## config.mk

```make
export PLATFORM = sky130hd
export DESIGN_NAME = fp_sig_divider
export DESIGN_NICKNAME = d
export VERILOG_FILES = /design/src/rtl/fp_sig_divider.sv
export SDC_FILE = /design/constraint.sdc
export NUM_CORES = 1
export LEC_CHECK = 0
export ABC_AREA = 1
export BUFFER_PORTS_ARGS = -buffer_cell sky130_fd_sc_hd__buf_4
export CAP_MARGIN = 20
export CORE_UTILIZATION = 60
export CTS_BUF_LIST = sky130_fd_sc_hd__clkbuf_8
export DETAILED_ROUTE_END_ITERATION = 10
export PLACE_DENSITY = 0.91
export SLEW_MARGIN = 25
export SYNTH_ARGS = -nofsm -noshare
export SYNTH_HDL_FRONTEND = slang
export SYNTH_SLANG_ARGS = --single-unit
```

## constraint.sdc

```tcl
create_clock -name clk -period 6.9 [get_ports clk]
set_input_delay 0.69 -clock clk [delete_from_list [all_inputs] [get_ports clk]]
set_output_delay 0.69 -clock clk [all_outputs]
set_load 0.1 [all_outputs]
```

## src/rtl/fp_sig_divider.sv

```systemverilog
module fp_sig_divider #(
  parameter int SIG_W = 26,
  parameter int EXP_W = 10
) (
  input  logic                    clk,
  input  logic                    rst_n,
  input  logic                    start,
  input  logic [SIG_W-1:0]        dvd_sig,
  input  logic [SIG_W-1:0]        dvs_sig,
  input  logic signed [EXP_W-1:0] dvd_exp,
  input  logic signed [EXP_W-1:0] dvs_exp,
  output logic                    busy,
  output logic                    done,
  output logic [SIG_W-1:0]        quo_sig,
  output logic signed [EXP_W-1:0] quo_exp,
  output logic                    sticky
);
  localparam int CNT_W = $clog2(SIG_W + 1);

  logic [SIG_W-1:0] div_q;
  logic [SIG_W:0]   rem_q;
  logic [CNT_W-1:0] cnt_q;
  logic [SIG_W+1:0] first_diff;
  logic [SIG_W+1:0] trial;
  logic [SIG_W:0]   kept;
  logic             below;
  logic             hit;

  assign first_diff = {2'b00, dvd_sig} - {2'b00, dvs_sig};
  assign below      = first_diff[SIG_W+1];
  assign trial      = {1'b0, rem_q} - {2'b00, div_q};
  assign hit        = ~trial[SIG_W+1];
  assign kept       = hit ? trial[SIG_W:0] : rem_q;

  always_ff @(posedge clk or negedge rst_n) begin
    if (!rst_n) begin
      busy    <= 1'b0;
      done    <= 1'b0;
      cnt_q   <= '0;
      div_q   <= '0;
      rem_q   <= '0;
      quo_sig <= '0;
      quo_exp <= '0;
      sticky  <= 1'b0;
    end else begin
      done <= 1'b0;
      if (start && !busy) begin
        busy    <= 1'b1;
        cnt_q   <= CNT_W'(SIG_W);
        div_q   <= dvs_sig;
        rem_q   <= below ? {dvd_sig, 1'b0} : {1'b0, dvd_sig};
        quo_exp <= dvd_exp - dvs_exp - {{(EXP_W-1){1'b0}}, below};
        quo_sig <= '0;
      end else if (busy) begin
        quo_sig <= {quo_sig[SIG_W-2:0], hit};
        rem_q   <= {kept[SIG_W-1:0], 1'b0};
        cnt_q   <= cnt_q - 1'b1;
        if (cnt_q == CNT_W'(1)) begin
          busy   <= 1'b0;
          done   <= 1'b1;
          sticky <= |kept;
        end
      end
    end
  end
endmodule

```

# After elaboration in Yosys (flattened, before gate mapping)
# Index checks and enable logic that the tools add are counted.
[totals]
word_cells = 35
out_inout_bits = 39
inputBits = 75
ff_bits = 97
[classes]
reduce_logical = 5
eq_ne = 1
n_addsub = 5
n_bitwise = 2
mux = 14
[op_table]
columns = ["op", "n"]
rows = [
  ["$mux 27", 4],
  ["$mux 26", 2],
  ["$sub 27x26->28", 1],
  ["$reduce_or 27->1", 1],
  ["$sub 26x26->27", 1],
  ["$mux 5", 2],
  ["$sub 10x1->10", 1],
  ["$sub 10x10->10", 1],
  ["$mux 1", 6],
  ["$eq 5x1->1 const B", 1],
  ["$sub 5x1->5 const B", 1],
  ["$reduce_and 3->1", 1],
  ["$not 1->1", 2],
  ["$reduce_bool 2->1", 1],
  ["$logic_and 1x1->1", 1],
  ["$logic_not 1->1", 1],
]

# Logic depth before layout (Yosys ltp)
[logic_depth]
ltp_word = 4
mapped_depth = 27
depth_no_buf = 25

# Worst setup path before layout
# Ideal clock, no wire load.
[synth_timing]
kind = "input-to-reg"
start = "input dvs_sig[25]"
end = "register quo_exp[8]"
setup_time_ns = 0.134
setup_slack_ns = 2.630
cell_stages = 26
n_path_buf = 2
t_arrival_ns = 4.135
required_ns = 6.766
cell_sequence = "inv_1 > ha_1 > nand2_1 > nor2_1 > nand4_1 > a21oi_1 > nor2_1 > nand2_1 > clkbuf_1 > buf_2 > fa_1 > ha_1 > nor2_1 > inv_1 > fa_1 > inv_1 > nand2_1 > a21oi_1 > nor2_1 > nor2_1 > o21bai_1 > nand2_1 > nand2_1 > a21oi_1 > xor2_1 > o21ai_0"
[synth_between]
elab_chain_cells = 2
[synth_rtl]
columns = ["item", "line_no", "text"]
rows = [
  ["start, declared", "9", "input logic [SIG_W-1:0] dvs_sig,"],
  ["$sub 26x26->27", "29", "assign first_diff = {2'b00, dvd_sig} - {2'b00, dvs_sig};"],
  ["$sub 10x1->10", "52", "quo_exp <= dvd_exp - dvs_exp - {{(EXP_W-1){1'b0}}, below};"],
  ["end signal, assigned", "52", ""],
  ["end, declared", "15", "output logic signed [EXP_W-1:0] quo_exp,"],
]
# Every way passes these cells.
# A chain may end at the register's enable or synchronous reset.

# Final worst setup path
[layout_timing]
start = "input dvs_sig[21]"
end = "register quo_exp[8]"
# Same word-level chain as after synthesis.

==> key figures <==
Route
  – First drt pass iteration count: 5
  – Average wire length per cell after detail routing: roughly 15 um
  – Vias/cell: between 5 and 6
  – Antenna violation net count after detailed routing: 0
  – Drt drc: 0
  – Total vias in the final route: a little under 8000
  – Wire length reported by the detailed router: around 21 mm
  – Number of DRC violations after detailed-routing iteration 0: approximately 760

Logic synthesis
  – Synthesis warning total: 0
  – Synthesized net count: 1292
  – Share of synthesized area occupied by flip-flops and latches: 0.317
  – Synthesized area divided by synthesized cell count: 6.68 um2
  – Cells after Synth: roughly 1100
  – Total of flip-flops plus latches after synthesis: a little under 100
  – Post-synth EDFFs: 0
  – Synthesized area: 7650 um2
  – Commonest register cell after synthesis: sky130_fd_sc_hd__dfrtp_1
  – Library cells used by synthesis: 36
  – Async set-or-reset flop fraction in the synthesized netlist: 1.00

Placed design
  – Instance area at placement: between 8000 and 9000 um2
  – Final HPWL from detailed placement: about 17 mm
  – Port bufs: 113
  – Cell Count Post-Placement: between 1000 and 1500
  – Routability cong.: 0.954

Floorplan
  – Number of standard-cell rows in the floorplan: 40
  – Core box area: 12200 um2
  – Die height: between 100 and 150 um
  – Full die area: between 10000 and 15000 um2
  – Chip Width: approximately 110 um
  – I/O pin cnt: 114
  – Initial standard-cell utilization of the core: 0.626

Clock network
  – Number of buffers on the longest clock path: 2
  – CTS clock-pin slew for the worst setup and hold paths: 0.10 ns
  – Clock sink total: 97
  – Insertion delay to the later sink of the worst-skew pair: 0.39 ns
  – Post-CTS sizing: 0
  – H-tree levels: 3
  – Number of buffers inserted by hold repair at cts: 0
  – Root Buffer: sky130_fd_sc_hd__clkbuf_8
  – Clock tree from TritonCTS: yes
  – Number of buffers created by CTS: 9
  – Number of buffers inserted by post-CTS setup repair: 0

Worst setup path
  – Buffers and inverters on the worst path: 5
  – Critical path peak fanout: 3
  – Category of cells accounting for the largest share of critical-path delay: adder cells
  – Most frequent cell on the critical path: sky130_fd_sc_hd__nand2_1
  – Required time of the critical path: roughly 7.2 ns
  – Critical-path cell with the highest stage delay: sky130_fd_sc_hd__fa_1
  – Worst setup EP type: flip-flop
  – Arr. time, crit path: ~4.3 ns
  – Nature of the critical path startpoint: input port
  – Minimum setup slack among reg-to-reg paths: approximately 3.6 ns
  – Critical path's largest stage delay: about 0.5 ns
  – Setup Crit Path Kind: in2reg

Global routing
  – Overall overflow remaining after global route: 0
  – Global-route usage over all layers: 0.342
  – Antenna violations before repair: 0
  – Global-route wire length before repair: around 35 mm
  – Pin count of the biggest net entering global routing: 74
  – Via count of the first global-routing pass: around 7200

STA
  – Worst Max-Slew Pin Slew: roughly 1 ns
  – Final-report setup violation count: 0
  – Worst slew margin: 0.347
  – Hold_ws: roughly 0.26 ns
  – Final count of pins violating max slew: 0
  – Period minus WS final: 4.06 ns
  – Largest clock skew in the final design: 0.0169 ns
  – Share of the cycle needed by the critical path after routing: 0.589
  – Setup repair after global routing missed its margin: no
  – Number of hold violations in the final report: 0
  – Upper clock frequency limit: around 0.25 GHz
  – Post-Route Setup TNS: 0 ns

Layout
  – Area overhead of the layout relative to synthesis: 15.3%
  – Final standard cell area without fillers: around 8800 um2
  – Number of nets in the layout: 1392
  – Finished Layout Cells: about 1400
  – Layout cells sized above 1: 0.119
  – Most frequent standard cell in the layout excluding fill and tap cells: sky130_fd_sc_hd__nand2_1
  – Commonest cells after routing, fill and taps aside: sky130_fd_sc_hd__nand2_1, sky130_fd_sc_hd__inv_1, sky130_fd_sc_hd__buf_4, sky130_fd_sc_hd__dfrtp_1, sky130_fd_sc_hd__nor2_1
  – Number of antenna cells inserted: 0

Hold path
  – Tightest Hold Check Type: in2async

Flow run
  – Number of max-cap violations: 0

Status
  – Result of the run: finished clean
metrics by stage:
step / setup WS [ns] / utilization
4_1_cts: 2.86 / 0.722
6_report: 2.84 / 0.722
5_1_grt: 2.43 / 0.722
2_1_floorplan: 2.63 / -
3_5_place_dp: 2.53 / 0.706
3_3_place_gp: 2.62 / 0.706
cells in the mapped netlist, types with 5 or more instances:
cell type / count / share of area
sky130_fd_sc_hd__o22ai_1: 35 / 0.029
sky130_fd_sc_hd__a31oi_1: 12 / 0.0098
sky130_fd_sc_hd__ha_1: 69 / 0.11
sky130_fd_sc_hd__dfrtp_1: 97 / 0.32
sky130_fd_sc_hd__clkbuf_1: 20 / 0.0098
sky130_fd_sc_hd__nand4_1: 11 / 0.0090
sky130_fd_sc_hd__or2_1: 5 / 0.0041
sky130_fd_sc_hd__a22oi_1: 5 / 0.0049
sky130_fd_sc_hd__a21oi_1: 44 / 0.029
sky130_fd_sc_hd__nor2_1: 72 / 0.035
sky130_fd_sc_hd__nand3_1: 60 / 0.039
sky130_fd_sc_hd__xnor2_1: 5 / 0.0057
sky130_fd_sc_hd__inv_1: 227 / 0.11
sky130_fd_sc_hd__xor2_1: 11 / 0.013
sky130_fd_sc_hd__o211ai_1: 8 / 0.0079
sky130_fd_sc_hd__nand2_1: 354 / 0.17
sky130_fd_sc_hd__o21ai_0: 67 / 0.044
final timing paths:
kind	start	to	cells after the start
worst max-delay path	dvs_sig[21]	quo_exp[8]	26
worst min-delay path	rst_n	quo_exp[3]	1
worst max register to register	div_q[12]	sticky	18
worst min register to register	div_q[13]	div_q[13]	2
max in group asynchronous	rst_n	cnt_q[2]	2
min in group clk	div_q[13]	div_q[13]	2
layout make-up:
type,count,area [um2]
Tap cell,168,210
Fill cell,1003,3390
Clock buffer,10,138
Sequential cell,97,2430
Clock inverter,6,58.8
Inverter,230,863
Timing Repair Buffer,120,901
Multi-Input combinational cell,787,4220
logic make-up (layout without fill, tap and decap cells):
family | Yosys count | count (layout) | synth area share
AOI/OAI and AO/OA | 181 | 181 | 0.135
adders and majority gates | 72 | 72 | 0.121
buffers and inverters | 261 | 366 | 0.131
and+or+nand+nor | 518 | 518 | 0.278
DFF | 97 | 97 | 0.317
xor gates and xnor gates | 16 | 16 | 0.0183
worst reg2reg max path, cell delays in order (launching register included):
cell                      delay, ns
sky130_fd_sc_hd__dfrtp_1       0.38
sky130_fd_sc_hd__inv_1         0.05
sky130_fd_sc_hd__ha_1          0.37
sky130_fd_sc_hd__nand2_1       0.10
sky130_fd_sc_hd__nand2_1       0.10
sky130_fd_sc_hd__nand2_1       0.08
sky130_fd_sc_hd__nand2_1       0.07
sky130_fd_sc_hd__nand2_1       0.06
sky130_fd_sc_hd__nand2_1       0.09
sky130_fd_sc_hd__a21oi_4       0.47
sky130_fd_sc_hd__nand2_4       0.40
sky130_fd_sc_hd__nand2_1       0.26
sky130_fd_sc_hd__nand2_1       0.09
sky130_fd_sc_hd__nor2_1        0.11
sky130_fd_sc_hd__nand2_1       0.07
sky130_fd_sc_hd__nor2_1        0.17
sky130_fd_sc_hd__nand3_1       0.10
sky130_fd_sc_hd__nor2_1        0.15
sky130_fd_sc_hd__nor2_1        0.05
registers in the layout, indices dropped and copies added, names as in the netlist:
| signal | flops |
|---|---|
| sticky | 1 |
| cnt_q | 5 |
| busy | 1 |
| quo_sig | 26 |
| rem_q | 27 |
| quo_exp | 10 |
| div_q | 26 |
| done | 1 |
per-layer routing:
layer / vias up / share of wire / global-route usage
met2: 348 / 0.46 / 0.544
li1: 3813 / - / -
met1: 3604 / 0.44 / 0.475
met4: 0 / 0.020 / 0.103
met5: - / 0 / 0
met3: 48 / 0.084 / 0.0638
Power is not shown: default switching activity piles up to over one toggle a cycle in this logic, so the estimate is an artifact.
